<file path="src/rtl/sms_pkg.sv">
package sms_pkg;
  localparam logic [3:0] DEV_TAG = 4'b1010;

  typedef enum logic [2:0] {
    ST_IDLE,
    ST_DEVSEL,
    ST_AHI,
    ST_ALO,
    ST_WDATA,
    ST_RDATA,
    ST_IGNORE
  } sms_state_e;
endpackage

</file>
<file path="src/rtl/sms_line_filter.sv">
module sms_line_filter #(
  parameter int SYNC_STAGES = 2,
  parameter int FILT_TAPS   = 3
) (
  input  logic clk,
  input  logic rst,
  input  logic raw_i,
  output logic filt_o
);
  localparam int HALF = FILT_TAPS / 2;

  logic [SYNC_STAGES-1:0] sync_q;
  logic [FILT_TAPS-1:0]   win_q;
  logic                   filt_q;

  function automatic logic majority(input logic [FILT_TAPS-1:0] w);
    int ones;
    ones = 0;
    for (int i = 0; i < FILT_TAPS; i++) ones += int'(w[i]);
    return ones > HALF;
  endfunction

  always_ff @(posedge clk) begin
    if (rst) begin
      sync_q <= '1;
      win_q  <= '1;
      filt_q <= 1'b1;
    end else begin
      sync_q <= {sync_q[SYNC_STAGES-2:0], raw_i};
      win_q  <= {win_q[FILT_TAPS-2:0], sync_q[SYNC_STAGES-1]};
      filt_q <= majority(win_q);
    end
  end

  assign filt_o = filt_q;
endmodule

</file>
<file path="src/rtl/sms_bus_events.sv">
module sms_bus_events (
  input  logic clk,
  input  logic rst,
  input  logic scl_f_i,
  input  logic sda_f_i,
  output logic start_o,
  output logic stop_o,
  output logic scl_rise_o,
  output logic scl_fall_o
);
  logic scl_q, sda_q;

  always_ff @(posedge clk) begin
    if (rst) begin
      scl_q <= 1'b1;
      sda_q <= 1'b1;
    end else begin
      scl_q <= scl_f_i;
      sda_q <= sda_f_i;
    end
  end

  assign start_o    = scl_q & scl_f_i & sda_q & ~sda_f_i;
  assign stop_o     = scl_q & scl_f_i & ~sda_q & sda_f_i;
  assign scl_rise_o = ~scl_q & scl_f_i;
  assign scl_fall_o = scl_q & ~scl_f_i;

  // bus conditions are mutually exclusive events
  assert_events_excl_R2: assert property (@(posedge clk) disable iff (rst)
    $onehot0({start_o, stop_o, scl_rise_o, scl_fall_o}));

  // a start or stop is only seen while the clock line stays high
  assert_cond_scl_high_R2: assert property (@(posedge clk) disable iff (rst)
    (start_o || stop_o) |-> (scl_f_i && $past(scl_f_i)));
endmodule

</file>
<file path="src/rtl/sms_proto_fsm.sv">
module sms_proto_fsm
  import sms_pkg::*;
#(
  parameter int ADDR_W = 12,
  parameter int PAGE_W = 5
) (
  input  logic              clk,
  input  logic              rst,
  input  logic              start_i,
  input  logic              stop_i,
  input  logic              scl_rise_i,
  input  logic              scl_fall_i,
  input  logic              sda_i,
  input  logic [2:0]        chip_sel_i,
  input  logic              wp_i,
  input  logic              prog_busy_i,
  input  logic [7:0]        rd_data_i,
  output logic              sda_oe_o,
  output logic [ADDR_W-1:0] addr_o,
  output logic              wr_stb_o,
  output logic [ADDR_W-1:0] wr_addr_o,
  output logic [7:0]        wr_data_o,
  output logic              prog_start_o
);
  localparam int HI_W = ADDR_W - 8;

  sms_state_e        st;
  logic [3:0]        cnt;
  logic              in_ack;
  logic              m_nack;
  logic              wrote;
  logic [7:0]        sh_in;
  logic [7:0]        sh_out;
  logic              oe_q;
  logic [HI_W-1:0]   hi_q;
  logic [ADDR_W-1:0] addr_q;
  logic [ADDR_W-1:0] last_q;
  logic              wr_stb_q;
  logic [ADDR_W-1:0] wr_addr_q;
  logic [7:0]        wr_data_q;
  logic              prog_q;
  logic              dev_hit;

  assign dev_hit = (sh_in[7:4] == DEV_TAG) && (sh_in[3:1] == chip_sel_i) && !prog_busy_i;

  always_ff @(posedge clk) begin
    if (rst) begin
      st        <= ST_IDLE;
      cnt       <= '0;
      in_ack    <= 1'b0;
      m_nack    <= 1'b0;
      wrote     <= 1'b0;
      sh_in     <= '0;
      sh_out    <= '0;
      oe_q      <= 1'b0;
      hi_q      <= '0;
      addr_q    <= '0;
      last_q    <= '0;
      wr_stb_q  <= 1'b0;
      wr_addr_q <= '0;
      wr_data_q <= '0;
      prog_q    <= 1'b0;
    end else begin
      wr_stb_q <= 1'b0;
      prog_q   <= 1'b0;
      if (start_i) begin
        st     <= ST_DEVSEL;
        cnt    <= '0;
        in_ack <= 1'b0;
        oe_q   <= 1'b0;
        wrote  <= 1'b0;
      end else if (stop_i) begin
        if (st == ST_WDATA && wrote) begin
          prog_q <= !wp_i;
          addr_q <= last_q;
        end
        st     <= ST_IDLE;
        cnt    <= '0;
        in_ack <= 1'b0;
        oe_q   <= 1'b0;
        wrote  <= 1'b0;
      end else if (st != ST_IDLE && st != ST_IGNORE) begin
        if (scl_rise_i) begin
          if (in_ack) begin
            m_nack <= sda_i;
          end else if (cnt < 4'd8) begin
            sh_in <= {sh_in[6:0], sda_i};
            cnt   <= cnt + 4'd1;
          end
        end else if (scl_fall_i) begin
          if (in_ack) begin
            in_ack <= 1'b0;
            cnt    <= '0;
            oe_q   <= 1'b0;
            if (st == ST_RDATA) begin
              if (m_nack) begin
                st <= ST_IGNORE;
              end else begin
                sh_out <= rd_data_i;
                oe_q   <= !rd_data_i[7];
              end
            end
          end else if (cnt == 4'd8) begin
            in_ack <= 1'b1;
            case (st)
              ST_DEVSEL: begin
                if (dev_hit) begin
                  oe_q <= 1'b1;
                  st   <= sh_in[0] ? ST_RDATA : ST_AHI;
                end else begin
                  oe_q <= 1'b0;
                  st   <= ST_IGNORE;
                end
              end
              ST_AHI: begin
                oe_q <= 1'b1;
                hi_q <= sh_in[HI_W-1:0];
                st   <= ST_ALO;
              end
              ST_ALO: begin
                oe_q   <= 1'b1;
                addr_q <= {hi_q, sh_in};
                st     <= ST_WDATA;
              end
              ST_WDATA: begin
                oe_q      <= 1'b1;
                wr_stb_q  <= 1'b1;
                wr_addr_q <= addr_q;
                wr_data_q <= sh_in;
                last_q    <= addr_q;
                wrote     <= 1'b1;
                addr_q    <= {addr_q[ADDR_W-1:PAGE_W], addr_q[PAGE_W-1:0] + 1'b1};
              end
              ST_RDATA: begin
                oe_q   <= 1'b0;
                addr_q <= addr_q + 1'b1;
              end
              default: oe_q <= 1'b0;
            endcase
          end else if (st == ST_RDATA && cnt != 4'd0) begin
            sh_out <= {sh_out[6:0], 1'b0};
            oe_q   <= !sh_out[6];
          end
        end
      end
    end
  end

  assign sda_oe_o     = oe_q;
  assign addr_o       = addr_q;
  assign wr_stb_o     = wr_stb_q;
  assign wr_addr_o    = wr_addr_q;
  assign wr_data_o    = wr_data_q;
  assign prog_start_o = prog_q;

  // the data output moves only on a clock fall, start or stop
  assert_oe_on_fall_R2: assert property (@(posedge clk) disable iff (rst)
    !$stable(oe_q) |-> ($past(scl_fall_i) || $past(start_i) || $past(stop_i)));

  // an ignored transfer never pulls the data line
  assert_ignore_quiet_R3: assert property (@(posedge clk) disable iff (rst)
    (st == ST_IGNORE) |-> !oe_q);

  // the write counter stays inside the page of the strobed byte
  assert_page_wrap_R5: assert property (@(posedge clk) disable iff (rst)
    wr_stb_q |-> ((addr_q[ADDR_W-1:PAGE_W] == wr_addr_q[ADDR_W-1:PAGE_W]) &&
                  (addr_q[PAGE_W-1:0] == wr_addr_q[PAGE_W-1:0] + 1'b1)));

  // a programming request follows a stop with protection off
  assert_prog_gate_R7: assert property (@(posedge clk) disable iff (rst)
    prog_q |-> ($past(stop_i) && !$past(wp_i)));

  // no command acknowledge while programming is busy
  assert_busy_nack_R8: assert property (@(posedge clk) disable iff (rst)
    ($rose(in_ack) && $past(st) == ST_DEVSEL && $past(prog_busy_i)) |-> !oe_q);
endmodule

</file>
<file path="src/rtl/serial_mem_slave.sv">
module serial_mem_slave #(
  parameter int ADDR_W      = 12,
  parameter int PAGE_W      = 5,
  parameter int SYNC_STAGES = 2,
  parameter int FILT_TAPS   = 3
) (
  input  logic              clk,
  input  logic              rst,
  input  logic              scl_i,
  input  logic              sda_i,
  output logic              sda_oe_o,
  input  logic [2:0]        chip_sel_i,
  input  logic              wp_i,
  input  logic              prog_busy_i,
  output logic [ADDR_W-1:0] rd_addr_o,
  input  logic [7:0]        rd_data_i,
  output logic              wr_stb_o,
  output logic [ADDR_W-1:0] wr_addr_o,
  output logic [7:0]        wr_data_o,
  output logic              prog_start_o
);
  localparam int LINES = 2;

  logic [LINES-1:0] raw;
  logic [LINES-1:0] filt;
  logic start, stop, scl_rise, scl_fall;

  assign raw = {scl_i, sda_i};

  for (genvar g = 0; g < LINES; g++) begin : g_line
    sms_line_filter #(
      .SYNC_STAGES(SYNC_STAGES),
      .FILT_TAPS  (FILT_TAPS)
    ) u_filt (
      .clk   (clk),
      .rst   (rst),
      .raw_i (raw[g]),
      .filt_o(filt[g])
    );
  end

  sms_bus_events u_events (
    .clk       (clk),
    .rst       (rst),
    .scl_f_i   (filt[1]),
    .sda_f_i   (filt[0]),
    .start_o   (start),
    .stop_o    (stop),
    .scl_rise_o(scl_rise),
    .scl_fall_o(scl_fall)
  );

  sms_proto_fsm #(
    .ADDR_W(ADDR_W),
    .PAGE_W(PAGE_W)
  ) u_fsm (
    .clk         (clk),
    .rst         (rst),
    .start_i     (start),
    .stop_i      (stop),
    .scl_rise_i  (scl_rise),
    .scl_fall_i  (scl_fall),
    .sda_i       (filt[0]),
    .chip_sel_i  (chip_sel_i),
    .wp_i        (wp_i),
    .prog_busy_i (prog_busy_i),
    .rd_data_i   (rd_data_i),
    .sda_oe_o    (sda_oe_o),
    .addr_o      (rd_addr_o),
    .wr_stb_o    (wr_stb_o),
    .wr_addr_o   (wr_addr_o),
    .wr_data_o   (wr_data_o),
    .prog_start_o(prog_start_o)
  );
endmodule

</file>
<file path="config.mk">
export PLATFORM = sky130hd
export DESIGN_NAME = serial_mem_slave
export DESIGN_NICKNAME = d
export VERILOG_FILES = /design/src/rtl/sms_pkg.sv /design/src/rtl/sms_line_filter.sv /design/src/rtl/sms_bus_events.sv /design/src/rtl/sms_proto_fsm.sv /design/src/rtl/serial_mem_slave.sv
export SDC_FILE = /design/constraint.sdc
export NUM_CORES = 1
export LEC_CHECK = 0
export ABC_CLOCK_PERIOD_IN_PS = 2600
export CORE_ASPECT_RATIO = 1.5
export CORE_MARGIN = 4
export CORE_UTILIZATION = 40
export CTS_CLUSTER_SIZE = 16
export DETAILED_ROUTE_END_ITERATION = 7
export DONT_BUFFER_PORTS = 1
export GPL_TIMING_DRIVEN = 0
export PLACE_DENSITY = 0.54
export SKIP_LAST_GASP = 1
export SLEW_MARGIN = 10
export SYNTH_ARGS = -nofsm -noshare
export SYNTH_HDL_FRONTEND = slang
export SYNTH_SLANG_ARGS = --single-unit
export TNS_END_PERCENT = 50
</file>
<file path="constraint.sdc">
create_clock -name clk -period 2.6 [get_ports clk]
set_input_delay 0.26 -clock clk [delete_from_list [all_inputs] [get_ports clk]]
set_output_delay 0.26 -clock clk [all_outputs]
set_load 0.01 [all_outputs]
</file>
==> results by group <==
Clocking
  • Post-cts gate resize count: 0
  • CTS tree: yes
  • CTS Sinks: between 70 and 80
  • CTS Root Cell: clkbuf_16
  • Inserted Clock Buffers: 9
  • H-tree levels: 3
  • CTS clk-pin slew, worst paths: about 0.06 ns
  • Clock buffer depth: 2
  • Skew-Pair Late Insertion Delay: about 0.34 ns

Setup path
  • Setup CP Type: reg -> reg
  • Critical Path RT: between 2 and 3 ns
  • FF-to-FF path depth: 9
  • Delay-heaviest family, CP: simple AND/OR/NAND/NOR gates
  • CP cell instances: inv_1, ha_1, clkbuf_1, nor2b_1, nand2_1, or4_4, buf_6, nand2_1, a21oi_1
  • Critical Path Sink Type: register
  • CP max stage delay: between 0.4 and 0.5 ns
  • R2R setup slack: 0.30 ns
  • Data arrival time of the worst path: between 2 and 2.5 ns
  • Startpoint types: register
  • Reg-to-reg critical path endpoint: u_fsm.wr_addr_o[8]
  • Most common cell on crit path: nand2_1
  • Worst path bufs/invs: 3
  • Slowest CP cell: or4_4
  • Reg2reg start: u_events.scl_q
  • Critical Path Fanout Max: 10

Floorplan
  • Ports: between 50 and 60
  • Initial Util: 40.9%
  • Die area: 11100 um2
  • Core Region: slightly above 9000 um2
  • Die width: approximately 90 um
  • Die H: approximately 130 um
  • Rows: 43

Cells and area
  • FILL cells: between 900 and 1000
  • Share of cells above drive strength 1: around 12%
  • Storage cell area: ~1600 um2
  • Area of the multi-input gates: ~2000 um2
  • Final #Nets: about 480
  • Post-layout util: a little under half
  • Ant diodes: 0
  • Most common cell after layout, fill and taps aside: dfxtp_1
  • Most frequent cells in the layout: 78 x dfxtp_1, 66 x nand2_1, 50 x nor2_1
  • Area Growth Syn to Fin: 12.1%

STA
  • Setup TNS: 0 ns
  • Rel. slew slack: between 50% and 60%
  • Final setup violation count: 0
  • Final Hold Viols: 0
  • RSZ-0062 raised after global routing: false
  • Worst slew pin tran: slightly above 0.6 ns
  • Fin. max-slew vios: 0
  • Minimum clock period: around 2.3 ns
  • Max Fclk: between 400 and 500 MHz
  • Final cycle utilization of the critical path: about nine tenths
  • Clock Skew: between 0.004 and 0.005 ns

Placement
  • IO Port Bufs: 0
  • Routability cong.: slightly above 0.8
  • Detailed Place HPWL: 7370 um

Synth
  • Number of synthesized flops with an enable pin: 0
  • Cells after synthesis: around 440
  • Distinct cells, synth: slightly above 60
  • Main synth FF type: dfxtp_1
  • #FFs+latches synth: 78
  • Ys async rst share: 0%
  • Synthesized area: 3790 um2
  • Yosys warnings: 0
  • Top cell type's share of synthesized area: just over 40%
  • Post-synth net total: approximately 470
  • Sequential share of the synthesized area: 41.2%
  • Post-synth top area cell: dfxtp_1
  • Syn avg cell area: 8.59 um2
  • Synth area leaders: dfxtp_1 41%, nand2_1 6.5%, mux2i_1 5.8%

Global route
  • Global route overflow: 0
  • Vias in the first global route: 3172
  • Initial antenna violation count: 0
  • Largest net degree at the start of global routing: 14
  • Gr busiest metal: met2
  • Met3 Usage GRT: around 3.7%
  • First-pass GRT wire length: 16400 um
  • Grt met1 use: between 20% and 30%
  • Grt met2 use: approximately a third
  • Total GRT Usage: around a fifth

Hold path
  • Min-delay worst type: in -> reg
  • Hold_sp: scl_i
  • Hold depth: 1
  • Hold EP: g_line[1].u_filt.sync_q[0]

Route
  • Router iterations before antenna repair: 4
  • Wirelength per Cell: approximately 18 um
  • ANT nets after route: 0
  • Vias per inst: roughly 5.6
  • Vias: 3200
  • DRC Markers: 0
  • Total Routed Length: between 10000 and 15000 um
  • Initial DRC count: ~160

Pwr
  • Flop pwr share: 46.7%
  • Max VDD drop: 382 uV
  • Switching part of the total: 21.8%
  • Comb power frac: under 10%
  • P_sw: 0.000562 W
  • Leakage Power: between 1.5 and 2 nW
  • Pint: 0.00202 W
  • Clock power frac: a little over 50%
  • Pwr/cell area: 608 nW/um2

Outcome
  • Status: completed

Flow run
  • Number of max-cap violations: 0
worst max-delay path by stage:
stage / startpoint / endpoint / slack [ns] / depth (start not counted)
6_report: u_events.scl_q / u_fsm.wr_addr_o[8] / 0.30 / 9
5_1_grt: u_events.scl_q / u_fsm.sh_out[0] / 0.01 / 9
4_1_cts: u_events.scl_q / u_fsm.sh_out[0] / 0.30 / 9
3_5_place_dp: u_events.scl_q / u_fsm.sh_out[0] / 0.31 / 9
3_3_place_gp: u_events.scl_q / u_fsm.sh_out[0] / 0.33 / 9
2_1_floorplan: u_events.scl_q / u_fsm.wr_addr_o[7] / 0.67 / 9
synth_stat cells (2+ instances only):
library cell,count
nor2_1,50
a21oi_1,31
nand2_1,66
buf_6,5
a32oi_1,2
a211oi_1,10
and3_1,4
o221ai_1,2
o31ai_1,2
and3b_1,2
nand3b_1,6
a211o_1,2
o221a_2,2
a22oi_1,2
a221oi_1,5
a41oi_1,2
nand4bb_1,2
mux2i_1,22
xor2_1,10
nor2b_1,4
a31oi_1,4
buf_4,4
inv_1,10
nor4_1,3
xnor2_1,2
buf_2,8
or2_2,14
nand3_1,9
nand2b_1,7
o41ai_1,2
o21ai_0,10
ha_1,8
dfxtp_1,78
clkbuf_1,13
nor3_1,4
a311oi_1,3
nand4_1,2
o211ai_1,2
o32ai_1,4
layout make-up:
class / count / share of cell area [%]
Clock buffer: 11 / 5.95
Inverter: 10 / 0.884
Timing Repair Buffer: 1 / 0.236
Clock inverter: 4 / 1.30
Sequential cell: 78 / 36.8
Multi-Input combinational cell: 322 / 47.3
Buffer: 31 / 4.21
Tap cell: 112 / 3.30
cells by family (layout without fill, tap and decap cells):
kind of cell / count (synthesis) / in the layout / share of synthesized area (%)
flops: 78 / 78 / 41.2
simple gates: 184 / 184 / 24.1
compound gates: 96 / 96 / 17.7
fa+ha+maj: 8 / 8 / 2.64
xor+xnor: 12 / 12 / 2.78
mux: 22 / 22 / 5.81
buf+inv: 41 / 57 / 5.72
layer usage:
metal  part of all wire (%)  vias up
met5                      0        -
met4                    1.4        0
met3                    4.4        8
met2                     50       71
met1                     44     1543
li1                       -     1578
sequential cells by signal, indices dropped and copies added, names as in the netlist:
signal / count
g_line.u_filt.filt_o: 2
g_line.u_filt.sync_q: 4
g_line.u_filt.win_q: 6
u_events.scl_q: 1
u_events.sda_q: 1
u_fsm.addr_o: 12
u_fsm.cnt: 4
u_fsm.hi_q: 4
u_fsm.in_ack: 1
u_fsm.m_nack: 1
u_fsm.prog_start_o: 1
u_fsm.sda_oe_o: 1
u_fsm.sh_in: 8
u_fsm.sh_out: 7
u_fsm.st: 3
u_fsm.wr_addr_o: 12
u_fsm.wr_data_o: 8
u_fsm.wr_stb_o: 1
u_fsm.wrote: 1
through the flow:
stage          cell area (um2)  setup WS, ns  std cells  total power, W  hold slack (ns)
6_report                  4250         0.300        569         0.00258           0.0245
5_1_grt                   4250        0.0102        569         0.00266           0.0158
4_1_cts                   4250         0.300        569         0.00260           0.0152
3_5_place_dp              3930         0.312        553         0.00130            0.338
3_3_place_gp              3930         0.332        553         0.00130            0.337
2_1_floorplan             3790         0.675        441         0.00128            0.336
power by group through the flow:
stage                     sequential [W]  clock, W  combinational, W
after detailed placement         0.00123         0         0.0000711
after global placement           0.00123         0         0.0000708
after CTS                        0.00120   0.00132         0.0000726
after global routing             0.00121   0.00137         0.0000804
after floorplan                  0.00123         0         0.0000505
final                            0.00121   0.00131         0.0000720
repair_timing:
action                                 CTS  global route
endpoints found under the hold margin    1             0
setup endpoints to repair                0             0
hold buffers                             1             0
setup buffers                            0             0
worst reg2reg max path, delay by kind of cell (launching register included):
| family | cells | cell delay [ns] |
|---|---|---|
| and+or+nand+nor | 4 | 1.15 |
| buffers and inverters | 3 | 0.42 |
| adders and majority gates | 1 | 0.17 |
| AOI/OAI and AO/OA | 1 | 0.06 |
| DFF | 1 | 0.36 |
(Power assumes the default switching activity.)
